===== src/rtl/hsg_pkg.sv =====
package hsg_pkg;
    localparam logic [7:0] OFF_STATUS = 8'h1C;
    localparam logic [7:0] OFF_SRC    = 8'h20;
    localparam logic [7:0] OFF_DIGEST = 8'h24;
    localparam logic [7:0] OFF_KEY    = 8'h28;
    localparam logic [7:0] OFF_LEN    = 8'h2C;
    localparam logic [7:0] OFF_CMD    = 8'h30;
    localparam int BIT_BUSY = 0;
    localparam int BIT_DONE = 9;
    localparam int BIT_SG   = 18;

    typedef enum logic [3:0] {
        ST_IDLE, ST_LEN_REQ, ST_LEN_RSP, ST_PTR_REQ, ST_PTR_RSP,
        ST_DAT_REQ, ST_DAT_RSP, ST_EMIT, ST_DIGEST
    } walk_state_e;
endpackage


===== src/rtl/hsg_regs.sv =====
module hsg_regs
    import hsg_pkg::*;
#(
    parameter int DW = 32
) (
    input  logic          clk,
    input  logic          rst_n,
    input  logic          wr_en,
    input  logic [7:0]    wr_off,
    input  logic [DW-1:0] wr_data,
    input  logic [7:0]    rd_off,
    output logic [DW-1:0] rd_data,
    input  logic          busy,
    input  logic          job_done,
    output logic          start,
    output logic [DW-1:0] src_q,
    output logic [DW-1:0] len_q,
    output logic [DW-1:0] cmd_q,
    output logic [DW-1:0] dig_q,
    output logic          done_flag
);
    logic [DW-1:0] key_q;

    assign start = wr_en && (wr_off == OFF_CMD) && !busy;

    always_ff @(posedge clk or negedge rst_n) begin
        if (!rst_n) begin
            src_q     <= '0;
            len_q     <= '0;
            cmd_q     <= '0;
            dig_q     <= '0;
            key_q     <= '0;
            done_flag <= 1'b0;
        end else begin
            if (wr_en) begin
                if (wr_off == OFF_SRC)    src_q <= wr_data;
                if (wr_off == OFF_LEN)    len_q <= wr_data;
                if (wr_off == OFF_KEY)    key_q <= wr_data;
                if (wr_off == OFF_DIGEST) dig_q <= {wr_data[DW-1:3], 3'b000};
            end
            if (start) cmd_q <= wr_data;
            if (job_done)
                done_flag <= 1'b1;
            else if (wr_en && (wr_off == OFF_STATUS) && wr_data[BIT_DONE])
                done_flag <= 1'b0;
        end
    end

    always_comb begin
        rd_data = '0;
        case (rd_off)
            OFF_STATUS: begin
                rd_data[BIT_BUSY] = busy;
                rd_data[BIT_DONE] = done_flag;
            end
            OFF_SRC:    rd_data = src_q;
            OFF_DIGEST: rd_data = dig_q;
            OFF_KEY:    rd_data = key_q;
            OFF_LEN:    rd_data = len_q;
            OFF_CMD:    rd_data = cmd_q;
            default:    rd_data = '0;
        endcase
    end
endmodule


===== src/rtl/hsg_walker.sv =====
module hsg_walker
    import hsg_pkg::*;
#(
    parameter int DW       = 32,
    parameter int MAX_DESC = 32
) (
    input  logic          clk,
    input  logic          rst_n,
    input  logic          start,
    input  logic          sg_mode,
    input  logic [DW-1:0] list_base,
    input  logic [DW-1:0] total_len,
    output logic          busy,
    output logic          job_done,
    output logic          mem_req,
    output logic [DW-1:0] mem_addr,
    input  logic          mem_gnt,
    input  logic          mem_rvalid,
    input  logic [DW-1:0] mem_rdata,
    output logic          hs_valid,
    input  logic          hs_ready,
    output logic [7:0]    hs_data,
    output logic          hs_last,
    input  logic          core_done
);
    localparam int IDX_W = $clog2(MAX_DESC + 1);
    localparam int LEN_W = DW - 1;
    localparam int BPW   = DW / 8;
    localparam int SEL_W = $clog2(BPW);

    walk_state_e       state_q;
    logic [DW-1:0]     base_q, total_q, seg_addr_q, sent_q, word_q;
    logic [LEN_W-1:0]  seg_rem_q;
    logic              seg_final_q;
    logic [IDX_W-1:0]  idx_q;
    logic [SEL_W-1:0]  sel_q;
    logic [DW-1:0]     desc_addr;
    logic              seg_end;

    assign desc_addr = base_q + DW'({idx_q, 3'b000});
    assign seg_end   = (seg_rem_q == LEN_W'(1));

    always_ff @(posedge clk or negedge rst_n) begin
        if (!rst_n) begin
            state_q     <= ST_IDLE;
            base_q      <= '0;
            total_q     <= '0;
            seg_addr_q  <= '0;
            sent_q      <= '0;
            word_q      <= '0;
            seg_rem_q   <= '0;
            seg_final_q <= 1'b0;
            idx_q       <= '0;
            sel_q       <= '0;
        end else begin
            unique case (state_q)
                ST_IDLE: if (start) begin
                    base_q      <= {list_base[DW-1:3], 3'b000};
                    total_q     <= total_len;
                    idx_q       <= '0;
                    sent_q      <= '0;
                    seg_addr_q  <= list_base;
                    seg_rem_q   <= total_len[LEN_W-1:0];
                    seg_final_q <= 1'b1;
                    if (sg_mode)              state_q <= ST_LEN_REQ;
                    else if (total_len == '0) state_q <= ST_DIGEST;
                    else                      state_q <= ST_DAT_REQ;
                end
                ST_LEN_REQ: if (mem_gnt) state_q <= ST_LEN_RSP;
                ST_LEN_RSP: if (mem_rvalid) begin
                    seg_rem_q   <= mem_rdata[LEN_W-1:0];
                    seg_final_q <= mem_rdata[DW-1] || (idx_q == IDX_W'(MAX_DESC - 1));
                    state_q     <= ST_PTR_REQ;
                end
                ST_PTR_REQ: if (mem_gnt) state_q <= ST_PTR_RSP;
                ST_PTR_RSP: if (mem_rvalid) begin
                    seg_addr_q <= mem_rdata;
                    idx_q      <= idx_q + 1'b1;
                    if (seg_rem_q != '0)  state_q <= ST_DAT_REQ;
                    else if (seg_final_q) state_q <= ST_DIGEST;
                    else                  state_q <= ST_LEN_REQ;
                end
                ST_DAT_REQ: if (mem_gnt) state_q <= ST_DAT_RSP;
                ST_DAT_RSP: if (mem_rvalid) begin
                    word_q  <= mem_rdata;
                    sel_q   <= '0;
                    state_q <= ST_EMIT;
                end
                ST_EMIT: if (hs_ready) begin
                    sent_q    <= sent_q + 1'b1;
                    seg_rem_q <= seg_rem_q - 1'b1;
                    sel_q     <= sel_q + 1'b1;
                    if (hs_last)
                        state_q <= ST_DIGEST;
                    else if (seg_end)
                        state_q <= ST_LEN_REQ;
                    else if (sel_q == SEL_W'(BPW - 1)) begin
                        seg_addr_q <= seg_addr_q + DW'(BPW);
                        state_q    <= ST_DAT_REQ;
                    end
                end
                ST_DIGEST: if (core_done) state_q <= ST_IDLE;
                default: state_q <= ST_IDLE;
            endcase
        end
    end

    always_comb begin
        busy     = (state_q != ST_IDLE);
        job_done = (state_q == ST_DIGEST) && core_done;
        mem_req  = 1'b0;
        mem_addr = '0;
        hs_valid = (state_q == ST_EMIT);
        hs_data  = word_q[8*sel_q +: 8];
        hs_last  = hs_valid && (((sent_q + 1'b1) == total_q) || (seg_end && seg_final_q));
        unique case (state_q)
            ST_LEN_REQ: begin mem_req = 1'b1; mem_addr = desc_addr;            end
            ST_PTR_REQ: begin mem_req = 1'b1; mem_addr = desc_addr + DW'(4);   end
            ST_DAT_REQ: begin mem_req = 1'b1; mem_addr = seg_addr_q;           end
            default:    begin mem_req = 1'b0; mem_addr = '0;                   end
        endcase
    end
endmodule


===== src/rtl/hash_sg_frontend.sv =====
module hash_sg_frontend
    import hsg_pkg::*;
#(
    parameter int DW       = 32,
    parameter int MAX_DESC = 32
) (
    input  logic          clk,
    input  logic          rst_n,
    input  logic          reg_wr_en,
    input  logic [7:0]    reg_wr_off,
    input  logic [DW-1:0] reg_wr_data,
    input  logic [7:0]    reg_rd_off,
    output logic [DW-1:0] reg_rd_data,
    output logic          mem_req,
    output logic [DW-1:0] mem_addr,
    input  logic          mem_gnt,
    input  logic          mem_rvalid,
    input  logic [DW-1:0] mem_rdata,
    output logic          hs_valid,
    input  logic          hs_ready,
    output logic [7:0]    hs_data,
    output logic          hs_last,
    output logic [3:0]    core_algo,
    output logic          core_be,
    output logic [DW-1:0] core_digest_addr,
    input  logic          core_done
);
    logic          busy, job_done, start, done_flag;
    logic [DW-1:0] src_q, len_q, cmd_q, dig_q;
    logic          unused_cmd_bits;

    hsg_regs #(.DW(DW)) u_regs (
        .clk(clk), .rst_n(rst_n),
        .wr_en(reg_wr_en), .wr_off(reg_wr_off), .wr_data(reg_wr_data),
        .rd_off(reg_rd_off), .rd_data(reg_rd_data),
        .busy(busy), .job_done(job_done), .start(start),
        .src_q(src_q), .len_q(len_q), .cmd_q(cmd_q), .dig_q(dig_q),
        .done_flag(done_flag)
    );

    hsg_walker #(.DW(DW), .MAX_DESC(MAX_DESC)) u_walk (
        .clk(clk), .rst_n(rst_n),
        .start(start), .sg_mode(reg_wr_data[BIT_SG]),
        .list_base(src_q), .total_len(len_q),
        .busy(busy), .job_done(job_done),
        .mem_req(mem_req), .mem_addr(mem_addr), .mem_gnt(mem_gnt),
        .mem_rvalid(mem_rvalid), .mem_rdata(mem_rdata),
        .hs_valid(hs_valid), .hs_ready(hs_ready), .hs_data(hs_data),
        .hs_last(hs_last), .core_done(core_done)
    );

    assign core_algo        = {cmd_q[10], cmd_q[6], cmd_q[5], cmd_q[4]};
    assign core_be          = cmd_q[3];
    assign core_digest_addr = dig_q;
    assign unused_cmd_bits  = ^{cmd_q[DW-1:11], cmd_q[9:7], cmd_q[2:0]};
endmodule


===== config.mk =====
export PLATFORM = sky130hd
export DESIGN_NAME = hash_sg_frontend
export DESIGN_NICKNAME = d
export VERILOG_FILES = /design/src/rtl/hsg_pkg.sv /design/src/rtl/hsg_regs.sv /design/src/rtl/hsg_walker.sv /design/src/rtl/hash_sg_frontend.sv
export SDC_FILE = /design/constraint.sdc
export NUM_CORES = 1
export LEC_CHECK = 0
export BUFFER_PORTS_ARGS = -buffer_cell sky130_fd_sc_hd__buf_2
export CELL_PAD_IN_SITES_DETAIL_PLACEMENT = 0
export CELL_PAD_IN_SITES_GLOBAL_PLACEMENT = 1
export CORE_UTILIZATION = 51
export CTS_CLUSTER_DIAMETER = 100
export DETAILED_ROUTE_END_ITERATION = 8
export PLACE_DENSITY = 0.94
export RECOVER_POWER = 50
export SLEW_MARGIN = 20
export SYNTH_ARGS = -nofsm -noshare
export SYNTH_HDL_FRONTEND = slang
export SYNTH_SLANG_ARGS = --single-unit
export TNS_END_PERCENT = 1

===== constraint.sdc =====
create_clock -name clk -period 4.72 [get_ports clk]
set_input_delay 0.944 -clock clk [delete_from_list [all_inputs] [get_ports clk]]
set_output_delay 0.944 -clock clk [all_outputs]
set_load 0.1 [all_outputs]

==> summary.md <==
| Metric | Value |
|---|---|
| Leakage | around 11 nW |
| Clock Tree Buf Depth | 3 |
| Most common cell after layout, fill and taps aside | dfrtp_1 |
| GRT Residual Overflow | 0 |
| FF-to-FF Start | u_walk.state_q[2] |
| Overall Global Routing Usage | 0.337 |
| Layout cell share with drive strength beyond 1 | 0.289 |
| Avg Inst Size Synth | between 10 and 15 sq um |
| Crit Path Class | reg2out |
| Clk pin slew, worst setup/hold paths | 0.05 ns |
| Max-slew violation count | 237 |
| CTS sink cnt | 359 |
| Worst EP arrival | 3.67 ns |
| Hold endpoint | u_walk.word_q[28] |
| Slew headroom | -1.17 |
| Fmax | between 200 and 250 MHz |
| CTS buffer count | 40 |
| CP Max Fanout | 5 |
| Period minus WS final | around 4.6 ns |
| Drt wl/cell | 25.2 um |
| Initial DRC count | ~2.1k |
| Gate power share | 0.356 |
| Hold Crit Depth | 1 |
| First-pass GRT wire length | 100000 um |
| Drt via density | about 6.6 |
| Vias in the first global route | about 17k |
| Min-delay src | u_walk.word_q[28] |
| H-tree Lvls | 2 |
| Distinct cells, synth | 89 |
| Setup crit end kind | output pin |
| Part of the power in registers | 0.362 |
| Setup Skew | around 0.035 ns |
| Routability Congestion | approximately 0.96 |
| FF/Latch Area | about 9000 sq um |
| Core Box Area | about 38000 sq um |
| Design area | approximately 23000 sq um |
| Die area | 39400 sq um |
| Fill cells | 3120 |
| Final setup vio count | 0 |
| Reg-to-reg endpoint | u_walk.base_q[20] |
| Die Span Y | approximately 200 um |
| Maxcap violations | 4 |
| Warnings from Yosys | 0 |
| Worst r2r path cells | 5 |
| Pwr/cell area | around 500 nW/um^2 |
| I/O pins | a little under 200 |
| Rows | 71 |
| Largest net degree at the start of global routing | 122 |
| Seq cells post-synth | about 360 |
| Critical Path Start | u_walk.idx_q[1] |
| Port-buffer cells | between 150 and 200 |
| Mapped Area | approximately 20000 sq um |
| Hpwl dp | 47100 um |
| Final cell count without fillers | 2607 |
| DRT Wirelength | roughly 66000 um |
| Power Internal | roughly 6.6 mW |
| Area occupied by multi-input gates | between 10000 and 15000 sq um |
| Root buf cell | clkbuf_16 |
| CP Launch Type | register |
| Area Overhead vs Synth | 17.3% |
| WP data required | between 3 and 4 ns |
| Routed Antenna Nets | 0 |
| Worst path slowest cell | buf_2 |
| Run status | complete, but fails checks |
| Tightest Hold Check Type | reg2reg |
| Worst ir drop on vdd | roughly 420 uV |
| Syn Inst Count | 1910 |
| Initial Utilization | 0.520 |
| Post-synthesis sequential area ratio | 0.456 |
| Crit path cell chain | ha_1, a21o_1, a21oi_1, o21bai_1, a21o_1, a21oi_1, nand2b_1, nor3_1, xnor2_1, o21ai_0, buf_2 |
| Async set-or-reset flop fraction in the synthesized netlist | 1.00 |
| Failing checks | capacitance limit, slew limit |
| Vias | around 17k |
| Clk_lat worst skew | ~0.58 ns |
| Worst Tran Pin Value | roughly 3.3 ns |
| Clk pwr share | 0.282 |
| Sw Share | 0.424 |
| Cell count after placement | between 2k and 3k |
| Initial antenna violation count | 2 |
| Crit share post-route | 0.978 |
| Unrepaired setup endpoints after global routing | true |
| Worst R2R Setup Slack | 0.84 ns |
| Worst path max stage delay | between 0.4 and 0.5 ns |
| Width of the die | 199 um |
| Final hold vios | 0 |
| Top FF cell, synth | dfrtp_1 |
| Post-Place Cell Area | roughly 22000 sq um |
| Layout Nets | 2164 |
| # DRC | 0 |
| Switch Pwr | between 4 and 5 mW |
| Drt pass-1 iters | 8 |
| Number of flops mapped to enable cells by yosys | 0 |
| CTS tree | yes |
| Commonest cells after routing, fill and taps aside | dfrtp_1, mux2_2, o21ai_0 |
[state kept, by name, summed over array words and instances (netlist names), 29 cells and up]
signal	count
u_regs.dig_q	29
u_walk.word_q	32
u_walk.total_q	32
u_regs.key_q	32
u_regs.len_q	32
u_walk.seg_rem_q	31
u_regs.cmd_q	32
u_walk.base_q	29
u_regs.src_q	32
u_walk.sent_q	32
u_walk.seg_addr_q	32
[power groups by stage]
stage          clock, mW  sequential (mW)  combinational [mW]
3_5_place_dp           0             4.17                4.00
3_3_place_gp           0             4.14                3.93
6_report            3.24             4.16                4.09
5_1_grt             3.41             4.22                4.32
2_1_floorplan          0             3.98                3.06
4_1_cts             3.27             4.13                4.02
[cells in the mapped netlist (13+ instances only)]
cell type	count	area share
nand4_1	30	0.0095
a222oi_1	44	0.022
o31ai_1	16	0.0061
nor2_1	116	0.022
inv_1	50	0.0095
and2_1	13	0.0041
dfrtp_1	359	0.46
a22oi_1	24	0.0091
nand2_1	159	0.030
nor3_1	47	0.012
mux2_2	249	0.14
a21oi_1	52	0.013
and3_1	19	0.0060
mux2i_1	37	0.019
xnor2_1	39	0.017
nand3_1	44	0.011
clkbuf_1	93	0.018
buf_2	13	0.0033
a221oi_1	20	0.0089
nor4_1	32	0.010
a31oi_1	21	0.0067
o21ai_0	168	0.043
xor2_1	32	0.014
[per-stage QoR]
stage | hold WS, ns | util | setup TNS (ns) | worst slack (ns) | power (mW)
global placement | 0.482 | 0.573 | 0 | 0.441 | 8.07
detailed placement | 0.488 | 0.573 | 0 | 0.385 | 8.18
global route | 0.508 | 0.610 | -0.0673 | -0.0157 | 11.9
finish | 0.499 | 0.611 | 0 | 0.105 | 11.5
CTS | 0.501 | 0.610 | 0 | 0.00252 | 11.4
floorplan | 0.466 | - | -6.54 | -0.488 | 7.04
[worst max-delay path, delay by kind of cell (launching register included)]
kind	cells	cell delay [ns]
AOI/OAI and AO/OA	6	1.32
buffers and inverters	1	0.48
DFF	1	0.45
and+or+nand+nor	2	0.41
adders and majority gates	1	0.32
xor gates and xnor gates	1	0.13
[layout make-up]
class	count	share of cell area
diodes	2	0.000217
clock buffers	49	0.0465
clock inverters	23	0.0127
inverters	51	0.00829
multi-input cells	1373	0.436
flip-flops and latches	359	0.389
well taps	511	0.0277
repair buffers	239	0.0793
[how the worst max path moves through the flow]
stage              endpoint  slack, ns  depth (start not counted)
5_1_grt             hs_last      -0.02                         10
3_3_place_gp   mem_addr[31]       0.44                         12
6_report       mem_addr[20]       0.11                         11
2_1_floorplan  mem_addr[31]      -0.49                         11
3_5_place_dp   mem_addr[31]       0.39                         12
4_1_cts             hs_last      0.003                          9
[kinds of logic (layout without fill, tap and decap cells)]
family                     count (synthesis)  in the layout  share of synthesized area
buffers and inverters                    180            362                     0.0382
adders and majority gates                 13             13                    0.00864
AOI/OAI and AO/OA                        443            443                      0.151
and+or+nand+nor                          546            546                      0.141
muxes                                    296            296                      0.172
other                                      1              5                   0.000190
DFF                                      359            359                      0.456
xor gates and xnor gates                  72             72                     0.0327
[what timing repair did]
item / in CTS / in global routing
hold buffers: 0 / 0
endpoints found under the setup margin: 4 / 9
pin swaps: 1 / 2
buffers inserted: 0 / 2
cloned: 0 / 0
gates resized for setup: 9 / 12
[per-layer routing]
layer | wire length, um | track usage | vias up | part of all wire
met5 | 0 | 0 | - | 0
met4 | 4520 | 0.215 | 0 | 0.069
met3 | 5740 | 0.0578 | 204 | 0.087
met2 | 29200 | 0.503 | 971 | 0.45
met1 | 26100 | 0.455 | 8640 | 0.40
li1 | - | - | 7434 | -
No activity file was read; power rests on OpenSTA's default activity.
